===== src/rtl/xbrd_pkg.sv =====
package xbrd_pkg;
  typedef enum logic [2:0] {
    ST_IDLE  = 3'd0,
    ST_ALIGN = 3'd1,
    ST_LEAD  = 3'd2,
    ST_ACT   = 3'd3,
    ST_TRAIL = 3'd4
  } xbrd_state_e;
endpackage


===== src/rtl/xbrd_clkdiv.sv =====
module xbrd_clkdiv (
  input  logic clk,
  input  logic rst_n,
  input  logic half_rate,
  output logic bus_clk,
  output logic next_low
);
  logic ph_q;

  always_ff @(posedge clk) begin
    if (!rst_n) ph_q <= 1'b0;
    else        ph_q <= ~ph_q;
  end

  assign bus_clk  = half_rate ? ph_q : 1'b1;
  // the next cycle has bus_clk low only at half rate when ph is now high
  assign next_low = half_rate & ph_q;


  toggle_chk: assert property (@(posedge clk) disable iff (!rst_n)
    (half_rate && $past(half_rate) && $past(rst_n)) |-> (bus_clk != $past(bus_clk)));
endmodule


===== src/rtl/xbrd_fsm.sv =====
module xbrd_fsm
  import xbrd_pkg::*;
#(
  parameter int NZ = 8,
  parameter int AW = 19,
  parameter int CW = 4,
  localparam int ZW = (NZ > 1) ? $clog2(NZ) : 1
) (
  input  logic          clk,
  input  logic          rst_n,
  input  logic          use_ready,
  input  logic          next_low,
  input  logic          bus_clk,
  input  logic          bus_ready,
  input  logic          req_valid,
  output logic          req_ready,
  input  logic [ZW-1:0] req_zone,
  input  logic [AW-1:0] req_addr,
  input  logic [CW-1:0] req_lead,
  input  logic [CW-1:0] req_active,
  input  logic [CW-1:0] req_trail,
  output xbrd_state_e   state,
  output logic [ZW-1:0] zone,
  output logic [AW-1:0] addr,
  output logic          capture,
  output logic          done
);
  xbrd_state_e   st_q;
  logic [CW-1:0] cnt_q, act_q, trl_q;
  logic [AW-1:0] lat_addr_q, addr_q;
  logic [ZW-1:0] zone_q;
  logic          done_q;
  logic          take, cnt_zero, act_end;

  function automatic logic [CW-1:0] load_val(input logic [CW-1:0] v);
    return (v == '0) ? '0 : v - 1'b1;
  endfunction

  assign take     = (st_q == ST_IDLE) && req_valid;
  assign cnt_zero = (cnt_q == '0);
  assign act_end  = (st_q == ST_ACT) && cnt_zero && (!use_ready || bus_ready);

  always_ff @(posedge clk) begin
    if (!rst_n) begin
      st_q       <= ST_IDLE;
      cnt_q      <= '0;
      act_q      <= '0;
      trl_q      <= '0;
      lat_addr_q <= '0;
      addr_q     <= '0;
      zone_q     <= '0;
      done_q     <= 1'b0;
    end else begin
      done_q <= (st_q == ST_TRAIL) && cnt_zero;
      unique case (st_q)
        ST_IDLE: if (take) begin
          zone_q     <= req_zone;
          lat_addr_q <= req_addr;
          act_q      <= load_val(req_active);
          trl_q      <= load_val(req_trail);
          cnt_q      <= load_val(req_lead);
          if (next_low) st_q <= ST_ALIGN;
          else begin
            st_q   <= ST_LEAD;
            addr_q <= req_addr;
          end
        end
        ST_ALIGN: begin
          st_q   <= ST_LEAD;
          addr_q <= lat_addr_q;
        end
        ST_LEAD: begin
          if (cnt_zero) begin
            st_q  <= ST_ACT;
            cnt_q <= act_q;
          end else cnt_q <= cnt_q - 1'b1;
        end
        ST_ACT: begin
          if (!cnt_zero) cnt_q <= cnt_q - 1'b1;
          else if (act_end) begin
            st_q  <= ST_TRAIL;
            cnt_q <= trl_q;
          end
        end
        ST_TRAIL: begin
          if (cnt_zero) st_q <= ST_IDLE;
          else          cnt_q <= cnt_q - 1'b1;
        end
        default: st_q <= ST_IDLE;
      endcase
    end
  end

  assign req_ready = (st_q == ST_IDLE);
  assign state     = st_q;
  assign zone      = zone_q;
  assign addr      = addr_q;
  assign capture   = act_end;
  assign done      = done_q;


  lead_phase_chk: assert property (@(posedge clk) disable iff (!rst_n)
    (st_q == ST_LEAD && $past(st_q) != ST_LEAD && $past(rst_n)) |-> bus_clk);

  addr_hold_chk: assert property (@(posedge clk) disable iff (!rst_n)
    ($past(rst_n) && (st_q == ST_IDLE || st_q == ST_ALIGN)) |-> $stable(addr_q));

  done_pulse_chk: assert property (@(posedge clk) disable iff (!rst_n)
    done_q |=> !done_q);
endmodule


===== src/rtl/xbrd_pins.sv =====
module xbrd_pins
  import xbrd_pkg::*;
#(
  parameter int NZ = 8,
  parameter int DW = 16,
  localparam int ZW = (NZ > 1) ? $clog2(NZ) : 1
) (
  input  logic          clk,
  input  logic          rst_n,
  input  xbrd_state_e   state,
  input  logic [ZW-1:0] zone,
  input  logic          capture,
  input  logic [DW-1:0] bus_din,
  output logic [NZ-1:0] cs_n,
  output logic          rd_n,
  output logic          we_n,
  output logic          rnw,
  output logic [DW-1:0] data
);
  logic          in_access;
  logic [DW-1:0] data_q;

  assign in_access = (state == ST_LEAD) || (state == ST_ACT) || (state == ST_TRAIL);

  for (genvar z = 0; z < NZ; z++) begin : g_cs
    assign cs_n[z] = !(in_access && (zone == ZW'(z)));
  end

  assign rd_n = (state != ST_ACT);
  assign we_n = 1'b1;
  assign rnw  = 1'b1;

  always_ff @(posedge clk) begin
    if (!rst_n)       data_q <= '0;
    else if (capture) data_q <= bus_din;
  end
  assign data = data_q;


  cs_onehot_chk: assert property (@(posedge clk) disable iff (!rst_n)
    $onehot0(~cs_n));

  rd_in_cs_chk: assert property (@(posedge clk) disable iff (!rst_n)
    !rd_n |-> (cs_n != '1));

  align_idle_chk: assert property (@(posedge clk) disable iff (!rst_n)
    (state == ST_ALIGN) |-> (rd_n && cs_n == '1));
endmodule


===== src/rtl/xbrd_top.sv =====
module xbrd_top
  import xbrd_pkg::*;
#(
  parameter int NZ = 8,
  parameter int AW = 19,
  parameter int DW = 16,
  parameter int CW = 4,
  localparam int ZW = (NZ > 1) ? $clog2(NZ) : 1
) (
  input  logic          clk,
  input  logic          rst_n,
  input  logic          cfg_half_rate,
  input  logic          cfg_use_ready,
  input  logic          req_valid,
  output logic          req_ready,
  input  logic [ZW-1:0] req_zone,
  input  logic [AW-1:0] req_addr,
  input  logic [CW-1:0] req_lead,
  input  logic [CW-1:0] req_active,
  input  logic [CW-1:0] req_trail,
  output logic          rsp_valid,
  output logic [DW-1:0] rsp_data,
  output logic          bus_clk,
  output logic [NZ-1:0] bus_cs_n,
  output logic          bus_rd_n,
  output logic          bus_we_n,
  output logic          bus_rnw,
  output logic [AW-1:0] bus_addr,
  input  logic [DW-1:0] bus_din,
  input  logic          bus_ready
);
  xbrd_state_e   state;
  logic [ZW-1:0] zone;
  logic          next_low, capture;

  xbrd_clkdiv u_clk (
    .clk       (clk),
    .rst_n     (rst_n),
    .half_rate (cfg_half_rate),
    .bus_clk   (bus_clk),
    .next_low  (next_low)
  );

  xbrd_fsm #(.NZ(NZ), .AW(AW), .CW(CW)) u_fsm (
    .clk        (clk),
    .rst_n      (rst_n),
    .use_ready  (cfg_use_ready),
    .next_low   (next_low),
    .bus_clk    (bus_clk),
    .bus_ready  (bus_ready),
    .req_valid  (req_valid),
    .req_ready  (req_ready),
    .req_zone   (req_zone),
    .req_addr   (req_addr),
    .req_lead   (req_lead),
    .req_active (req_active),
    .req_trail  (req_trail),
    .state      (state),
    .zone       (zone),
    .addr       (bus_addr),
    .capture    (capture),
    .done       (rsp_valid)
  );

  xbrd_pins #(.NZ(NZ), .DW(DW)) u_pins (
    .clk     (clk),
    .rst_n   (rst_n),
    .state   (state),
    .zone    (zone),
    .capture (capture),
    .bus_din (bus_din),
    .cs_n    (bus_cs_n),
    .rd_n    (bus_rd_n),
    .we_n    (bus_we_n),
    .rnw     (bus_rnw),
    .data    (rsp_data)
  );


  ready_busy_chk: assert property (@(posedge clk) disable iff (!rst_n)
    (req_valid && req_ready) |=> !req_ready);
endmodule


===== config.mk =====
export PLATFORM = sky130hd
export DESIGN_NAME = xbrd_top
export DESIGN_NICKNAME = d
export VERILOG_FILES = /design/src/rtl/xbrd_pkg.sv /design/src/rtl/xbrd_clkdiv.sv /design/src/rtl/xbrd_fsm.sv /design/src/rtl/xbrd_pins.sv /design/src/rtl/xbrd_top.sv
export SDC_FILE = /design/constraint.sdc
export NUM_CORES = 1
export LEC_CHECK = 0
export ABC_AREA = 0
export BUFFER_PORTS_ARGS = -buffer_cell sky130_fd_sc_hd__buf_2
export CAP_MARGIN = 20
export CORE_UTILIZATION = 35
export DETAILED_ROUTE_END_ITERATION = 16
export PLACE_DENSITY_LB_ADDON = 0.1
export SLEW_MARGIN = 20
export SYNTH_ARGS = -nofsm -noshare
export SYNTH_HDL_FRONTEND = slang
export SYNTH_SLANG_ARGS = --single-unit
export TNS_END_PERCENT = 20

===== constraint.sdc =====
create_clock -name clk -period 2.2 [get_ports clk]
set_input_delay 0.22 -clock clk [delete_from_list [all_inputs] [get_ports clk]]
set_output_delay 0.22 -clock clk [all_outputs]
set_load 0.1 [all_outputs]

* After elaboration in Yosys (flattened, before gate mapping)
Index checks and enable logic that the tools add are counted.
** Word-level totals
- Register bits after elaboration :: 74
- Input port bits :: 56
- Output and inout port bits :: 49
- Logic and storage cells :: 92
** Operators by class
- Add/subtract/negate cells :: 4
- Eq/ne operators :: 20
- Multiplexer cells :: 20
- Bitwise gates (word level) :: 2
- Reductions and logical operators :: 36
** Operator list (number)
- $mux 19 :: 2
- $pmux 19 s2 :: 1
- $mux 4 :: 8
- $logic_not 4->1 :: 4
- $pmux 4 s4 :: 1
- $sub 4x1->4 const B :: 4
- $eq 3x3->1 const B :: 5
- $mux 3 :: 5
- $pmux 3 s5 :: 1
- $eq 3x2->1 const B :: 4
- $logic_and 1x1->1 :: 12
- $logic_not 1->1 :: 9
- $ne 2x1->1 const B :: 4
- $eq 3x1->1 const B :: 2
- $logic_not 3->1 :: 2
- $ne 2x2->1 const B :: 3
- $reduce_and 5->1 :: 1
- $reduce_and 4->1 :: 1
- $reduce_bool 4->1 :: 1
- $logic_or 1x1->1 :: 3
- $ne 3x2->1 const B :: 1
- $ne 3x3->1 const B :: 1
- $reduce_and 3->1 :: 1
- $mux 2 :: 1
- 5 further kinds :: 5

* Depth between registers and ports, before layout
Gate-level depths: netlist of run 1.
- Depth after elaboration :: 6
- Depth in mapped cells :: 9
- Gate-level depth less buffers :: 6

* By module
A second synthesis of run 1 with hierarchy kept.
** Unflattened totals
- Cells, all modules :: 391
- Area total of the unflattened synthesis :: 3542.1 µm²
** By module, submodules not included
- xbrd_fsm :: times used 1, cells an instance 317, area each 2742.6 µm², sequential area each 1141.1 µm²
- xbrd_pins :: times used 1, cells an instance 70, area each 760.7 µm², sequential area each 320.3 µm²
- xbrd_clkdiv :: times used 1, cells an instance 4, area each 38.8 µm², sequential area each 20.0 µm²

* Worst setup path after synthesis of run 1
OpenSTA, ideal clock, no wires.
- Path type :: reg2reg
- From :: register u_fsm.st_q[2], in the netlist u_fsm.state[2]
- To :: register u_fsm.addr_q[10], in the netlist u_fsm.addr[10]
- Library setup time :: 0.117 ns
- Arrival :: 3.452 ns
- Required time :: 2.083 ns
- Path slack :: -1.369 ns
- Cell stages (with the launch flop) :: 7
- Buffers on the path :: 3
- Clock period less this slack :: 3.569 ns
- Path through :: dfxtp_1 -> clkbuf_1 -> nor3_1 -> a2bb2oi_1 -> buf_2 -> buf_2 -> o211a_1
** On the way
- Cells in the longest elaborated chain, start to end :: 4
- Elaborated cells between the ends (all ways) :: 8
- Classes of those cells :: eq/ne (3); mux (1); reduce/logical (4)
** RTL lines
- start, declared :: RTL line xbrd_fsm.sv:28 : xbrd_state_e st_q;
- start signal, assigned :: RTL line xbrd_fsm.sv:45 : st_q <= ST_IDLE;
- start signal, assigned :: RTL line xbrd_fsm.sv:62 : if (next_low) st_q <= ST_ALIGN;
- start signal, assigned :: RTL line xbrd_fsm.sv:64 : st_q <= ST_LEAD;
- $logic_not 3->1 *
- net req_ready :: RTL line xbrd_top.sv:15 : output logic req_ready,
- $logic_and 1x1->1 :: RTL line xbrd_fsm.sv:39 : assign take = (st_q == ST_IDLE) && req_valid;
- $ne 2x1->1 (no source line)
- $reduce_and 3->1 (no source line)
- end signal, assigned :: RTL line xbrd_fsm.sv:65 : addr_q <= req_addr;
- end signal, assigned :: RTL line xbrd_fsm.sv:70 : addr_q <= lat_addr_q;
- end, declared :: RTL line xbrd_fsm.sv:30 : logic [AW-1:0] lat_addr_q, addr_q;
Mark *: on every way through the listed nets, which the timed path passes. The rest lies on a longest branch.
A chain may end at the register's enable or synchronous reset.

* Worst setup path in the final report of run 1
- From :: register u_fsm.st_q[0], in the netlist u_fsm.state[0]
- To :: output bus_cs_n[7]
** On the way
- Cells in the longest elaborated chain, start to end :: 5
- Elaborated cells between the ends (all ways) :: 7
- Classes of those cells :: eq/ne (3); reduce/logical (4)
** RTL lines
- $eq 3x2->1 :: RTL line xbrd_pins.sv:23 : assign in_access = (state == ST_LEAD) || (state == ST_ACT) || (state == ST_TRAIL);
- $logic_or 1x1->1 :: RTL line xbrd_pins.sv:23
- $logic_or 1x1->1 * :: RTL line xbrd_pins.sv:23
- $logic_and 1x1->1 * :: RTL line xbrd_pins.sv:26 : assign cs_n[z] = !(in_access && (zone == ZW'(z)));
- $logic_not 1->1 * :: RTL line xbrd_pins.sv:26
- end, declared :: RTL line xbrd_top.sv:24 : output logic [NZ-1:0] bus_cs_n,
Every way passes the cells marked *; elsewhere a longest branch is shown, timed or not.

==> run summary, run 1 <==
status: finished clean
Setup Fix Bufs, Post-CTS: 0
Hold Startpoint: req_zone[2]
final wirelength: 8230 um
crit path launch type: flop
CTS sink cnt: 74
WP data arrival: 1.89 ns
post-route ant nets: 0
# IOs: 105
first-pass GRT wire length: 13000 um
ANT cells: 0
Synth Register Bits: 74
Port Buffers: 102
cell taking the most area after synthesis: dfxtp_1
TritonCTS clock tree: done
Core Footprint: 0.00968 mm^2
# setup viols final: 0
Hold Crit Class: input port to flop
GR Overflow Total: 0
worst skew pair latency: 0.35 ns
worst-case clock buffer depth: 2
chip height: 102 um
GPL Wtd Cong: 0.798
largest net degree at the start of global routing: 51
minimum clock period: 2.11 ns
Worst Tran Pin Value: 0.654 ns
count leader, synth: nand2_1
Num CTS Buffers: 9
fin worst setup slack: 0.0897 ns
CP Class: flop to primary output
area growth from synthesis to layout: 28.5%
Pleak: 2.02 nW
post-synthesis cell count: 387
top cells by area, synth: dfxtp_1 43%, mux2i_1 10%, nand2_1 8.3%
final count of hold timing violations: 0
EDFF count, synth: 0
Layout Skew: 0.00938 ns
Total GRT Usage: 0.162
Post-synth top flop: dfxtp_1
final worst-path cycle share: 0.959
Synth warnings: 0
share of cells above drive strength 1: 0.295
Initial Utilization: 0.359
Hold WS: 0.121 ns
crit-path max FO: 10
Synth top cells by count: 77 x nand2_1, 74 x dfxtp_1, 36 x mux2i_1
Worst setup EP type: primary output
max cap viols: 0
PD cells: 1000 mW/mm^2
mean routed wirelength per cell: 13.2 um
DRC: 0
fin nets: 544
RSZ-0062 raised after global routing: false
crit path from: u_fsm.state[0]
worst r2r src: u_fsm.cnt_q[0]
root buffer cell: clkbuf_8
Syn Area/Cell: 8.99 um^2
ys async rst share: 0
top-area cell type share of the netlist area: 0.426
max-slew violations: 0
row count: 36
vias post-DR: 3036
Pre-antenna DRT Iters: 4
layout filler cell count: 972
vias in the first global route: 2699
Setup TNS: 0 ns
initial antenna violation count: 0
first-iteration detailed-routing DRC count: 97
Chip Width: 102 um
CTS H-Tree Depth: 3
die area: 0.0103 mm^2
clk slew on worst S/H paths: 0.08 ns
Vias/cell: 4.87
Syn Std Cell Area: 0.00348 mm^2
total power: 4.48 mW
Peak supply drop: 0.608 mV
Seq/Total Area, Yosys: 0.426
Worst Path Required: 1.98 ns
synth unique cells: 46
post-DP HPWL: 5680 um
f_max: 474 MHz
Worst slew margin: 0.560
Placement Setup Slack: 0.251 ns
critical path: stages (launching register included):
cell and delay, ns:
dfxtp_1 0.41, or3b_2 0.60, nand2_2 0.18, nand4_1 0.11
buf_4 0.25
repair_timing:
item | in CTS | in global routing
hold buffers | 0 | 0
pin swaps | 0 | 0
endpoints found under the setup margin | 4 | 8
resized for setup | 4 | 6
report_power, final:
part | total [mW] | internal [mW] | switching (mW)
sequential | 1.60 | 1.50 | 0.109
combinational | 1.62 | 0.468 | 1.16
clock | 1.25 | 0.753 | 0.500
total | 4.48 | 2.72 | 1.77
per-stage QoR:
stage / instance area (um^2) / std cells / utilization
6_report: 4470 / 624 / 0.462
5_1_grt: 4470 / 624 / 0.462
4_1_cts: 4460 / 624 / 0.461
3_5_place_dp: 4220 / 608 / 0.435
3_3_place_gp: 4220 / 608 / 0.435
2_1_floorplan: 3510 / 388 / -
state kept, by name, indices dropped and copies added (netlist names):
name              flops
u_fsm.act_q           4
u_fsm.state           3
u_fsm.cnt_q           4
u_clk.ph_q            1
u_pins.data          16
u_fsm.zone            3
u_fsm.lat_addr_q     19
u_fsm.trl_q           4
u_fsm.done            1
u_fsm.addr           19
metal layers:
metal	wire, um	part of all wire	global-route usage
met1	3900	0.47	0.209
met2	3840	0.47	0.256
met3	342	0.042	0.0380
met5	0	0	0
met4	147	0.018	0.0713
kinds of logic (layout without fill, tap and decap cells):
group                    Yosys count  count (layout)  share of synthesized area
adder cells (fa/ha/maj)            2               2                    0.00719
AO/OA/AOI/OAI                     85              85                      0.193
other                              1               2                    0.00108
buffers and inverters             32             135                     0.0435
XOR/XNOR                           1               1                    0.00252
AND/OR/NAND/NOR                  155             155                      0.221
multiplexers                      37              37                      0.107
flip-flops                        74              74                      0.426
cell usage in the layout, fill, tap and decap left out, drive strengths merged, types with 2 or more instances in the layout:
master	count
nand3b	4
nand3	11
a21boi	25
o21ai	8
or4b	2
o21a	2
nand4	2
o311ai	2
bufinv	3
nor3	9
conb	2
inv	2
nor2b	23
o22ai	2
nor3b	3
a21oi	10
mux2i	36
or3b	2
clkbuf	15
dfxtp	74
o221a	2
ha	2
buf	113
o211a	24
nor2	8
nand2b	6
nand2	77
o31ai	2
and3b	2
and2	2
worst paths after layout:
check                                 endpoint  slack [ns]  cells past startpoint
worst max register to register  u_fsm.state[1]        0.23                      6
worst min register to register      u_clk.ph_q        0.46                      1
worst min-delay path             u_fsm.zone[2]        0.12                      3
worst max-delay path               bus_cs_n[7]        0.09                      4
layout make-up:
cell class	instances	area [um^2]	area share
clock buffers	11	131	0.0294
well taps	133	166	0.0372
inverters	2	7.51	0.00168
multi-input cells	282	1900	0.425
flip-flops and latches	74	1480	0.332
repair buffers	117	681	0.152
clock inverters	5	103	0.0229
Note: power is estimated with default switching activity, not from simulation.
==> run 2: changes to the inputs <==
==> constraint.sdc (replaced) <==
create_clock -name clk -period 2.2 [get_ports clk]
set_input_delay 0 -clock clk [delete_from_list [all_inputs] [get_ports clk]]
set_output_delay 0 -clock clk [all_outputs]
set_load 0.1 [all_outputs]
==> run 2 against run 1 <==
- sequential share of layout area decreased by 2.2 points
- cell area increased by 7.0%
- first-iteration DRC count decreased by 41%
- critical path type unchanged
==> run summary, run 2 (synthesis results as in run 1) <==
status: finished clean
Hold Crit Class: input port to flop
worst-case clock buffer depth: 2 (unchanged)
row count: 36 (unchanged)
Initial Utilization: 0.359 (unchanged)
GR Overflow Total: 0 (unchanged)
commonest non-fill, non-tap cell in the layout: buf_2
Pleak: 2.13 nW (+5.3%)
share of cells above drive strength 1: 0.271 (-0.0245)
final non-filler cell total: 661 (+5.9%)
max-slew violations: 0 (unchanged)
chip height: 102 um (unchanged)
Worst Tran Pin Value: 0.706 ns (+0.0525 ns)
worst skew pair latency: 0.35 ns (about the same)
Peak supply drop: 0.565 mV (-7.2%)
TritonCTS clock tree: done
final wirelength: 8440 um (+2.5%)
max cap viols: 0 (unchanged)
Setup TNS: 0 ns (unchanged)
Vias/cell: 4.81 (-1.2%)
most frequent cells in the layout: 102 x buf_2, 77 x nand2_1, 73 x dfxtp_1
clk slew on worst S/H paths: 0.08 ns (about the same)
PD cells: 892 mW/mm^2 (-11%)
die area: 0.0103 mm^2 (unchanged)
largest net degree at the start of global routing: 43 (-16%)
DRC: 0 (unchanged)
root buffer cell: clkbuf_8
mean routed wirelength per cell: 12.8 um (-3.2%)
ANT cells: 0 (unchanged)
vias post-DR: 3177 (+4.6%)
total power: 4.27 mW (-4.7%)
Pre-antenna DRT Iters: 4 (unchanged)
Worst Path Required: 2.20 ns (+0.22 ns)
Layout Skew: 0.0149 ns (+0.00550 ns)
crit path launch type: flop
# IOs: 105 (unchanged)
first-iteration detailed-routing DRC count: 57 (-41%)
fin nets: 581 (+6.8%)
f_max: 487 MHz (+2.8%)
Placement Setup Slack: 0.272 ns (+0.0204 ns)
Core Footprint: 0.00968 mm^2 (unchanged)
GPL Wtd Cong: 0.813 (+1.9%)
Total GRT Usage: 0.165 (+0.00337)
layout filler cell count: 930 (-4.3%)
vias in the first global route: 2864 (+6.1%)
post-DP HPWL: 5550 um (-2.2%)
Num CTS Buffers: 9 (unchanged)
RSZ-0062 raised after global routing: false
final count of hold timing violations: 0 (unchanged)
WP data arrival: 2.05 ns (+0.16 ns)
# setup viols final: 0 (unchanged)
Worst setup EP type: primary output
Port Buffers: 102 (unchanged)
crit-path max FO: 8 (-2)
Setup Fix Bufs, Post-CTS: 0 (unchanged)
CTS H-Tree Depth: 3 (unchanged)
first-pass GRT wire length: 13300 um (+2.0%)
CTS sink cnt: 74 (unchanged)
Worst slew margin: 0.529 (-0.0312)
dpl cells: 605 (-0.49%)
final worst-path cycle share: 0.933 (-0.0263)
Chip Width: 102 um (unchanged)
post-route ant nets: 0 (unchanged)
initial antenna violation count: 0 (unchanged)
minimum clock period: 2.05 ns (-0.0578 ns)
CP Class: flop to primary output
area growth from synthesis to layout: 37.5%
fin worst setup slack: 0.148 ns (+0.0578 ns)
-- run 2: changes by cell type in the layout (fill, tap and decap cells not counted), sizes merged --
cell,before,now
dlygate4sd3,0,40
clkbuf,15,11
bufinv,3,0
clkinvlp,1,4
buf,113,114
-- run 2: power by group --
group | switching [mW] | total [mW] | internal (mW)
Sequential | 0.112 | 1.61 | 1.50
Combinational | 1.16 | 1.66 | 0.502
Clock | 0.529 | 1.00 | 0.473
Total | 1.80 | 4.27 | 2.47
-- run 2: per-layer routing --
metal	vias to the layer above	global-route usage	part of all wire
met5	-	0	0
met4	0	0.0792	0.015
met3	12	0.0373	0.038
met2	62	0.271	0.47
met1	1468	0.204	0.48
li1	1635	-	-
-- run 2: cell type report --
cell class / instances / area (um^2) / area share
clock buffer: 11 / 151 / 0.0316
clock inverter: 5 / 38.8 / 0.00810
inverter: 2 / 7.51 / 0.00157
multi-input combinational: 282 / 1900 / 0.397
sequential: 74 / 1480 / 0.310
tap: 133 / 166 / 0.0348
timing repair buffer: 154 / 1040 / 0.217
-- run 2: stage by stage --
stage | hold WS (ns) | cell area (um^2) | util
finish | 0.0294 | 4790 | 0.494
global route | 0.0709 | 4790 | 0.494
CTS | 0.00257 | 4780 | 0.494
detailed placement | 0.268 | 4190 | 0.433
floorplan | 0.145 | 3510 | -
global placement | 0.255 | 4190 | 0.433
-- run 2: final timing paths --
check	slack [ns]	endpoint	cells after the start	from
worst max-delay path	0.15	bus_cs_n[7]	4	u_fsm.state[2]
worst min-delay path	0.03	u_fsm.act_q[0]	4	req_active[0]
worst max register to register	0.25	u_fsm.state[1]	6	u_fsm.cnt_q[0]
worst min register to register	0.46	u_clk.ph_q	1	u_clk.ph_q
-- run 2: critical path, cell delays in order (launching register included) --
cell,delay [ns]
dfxtp_1,0.49
or3b_2,0.57
nand2_1,0.22
nand4_1,0.12
buf_2,0.31
-- run 2: what timing repair did --
item,in CTS,in global routing
gates resized for setup,0,1
hold endpoints to repair,45,0
setup endpoints to repair,0,4
hold buffers,40,0
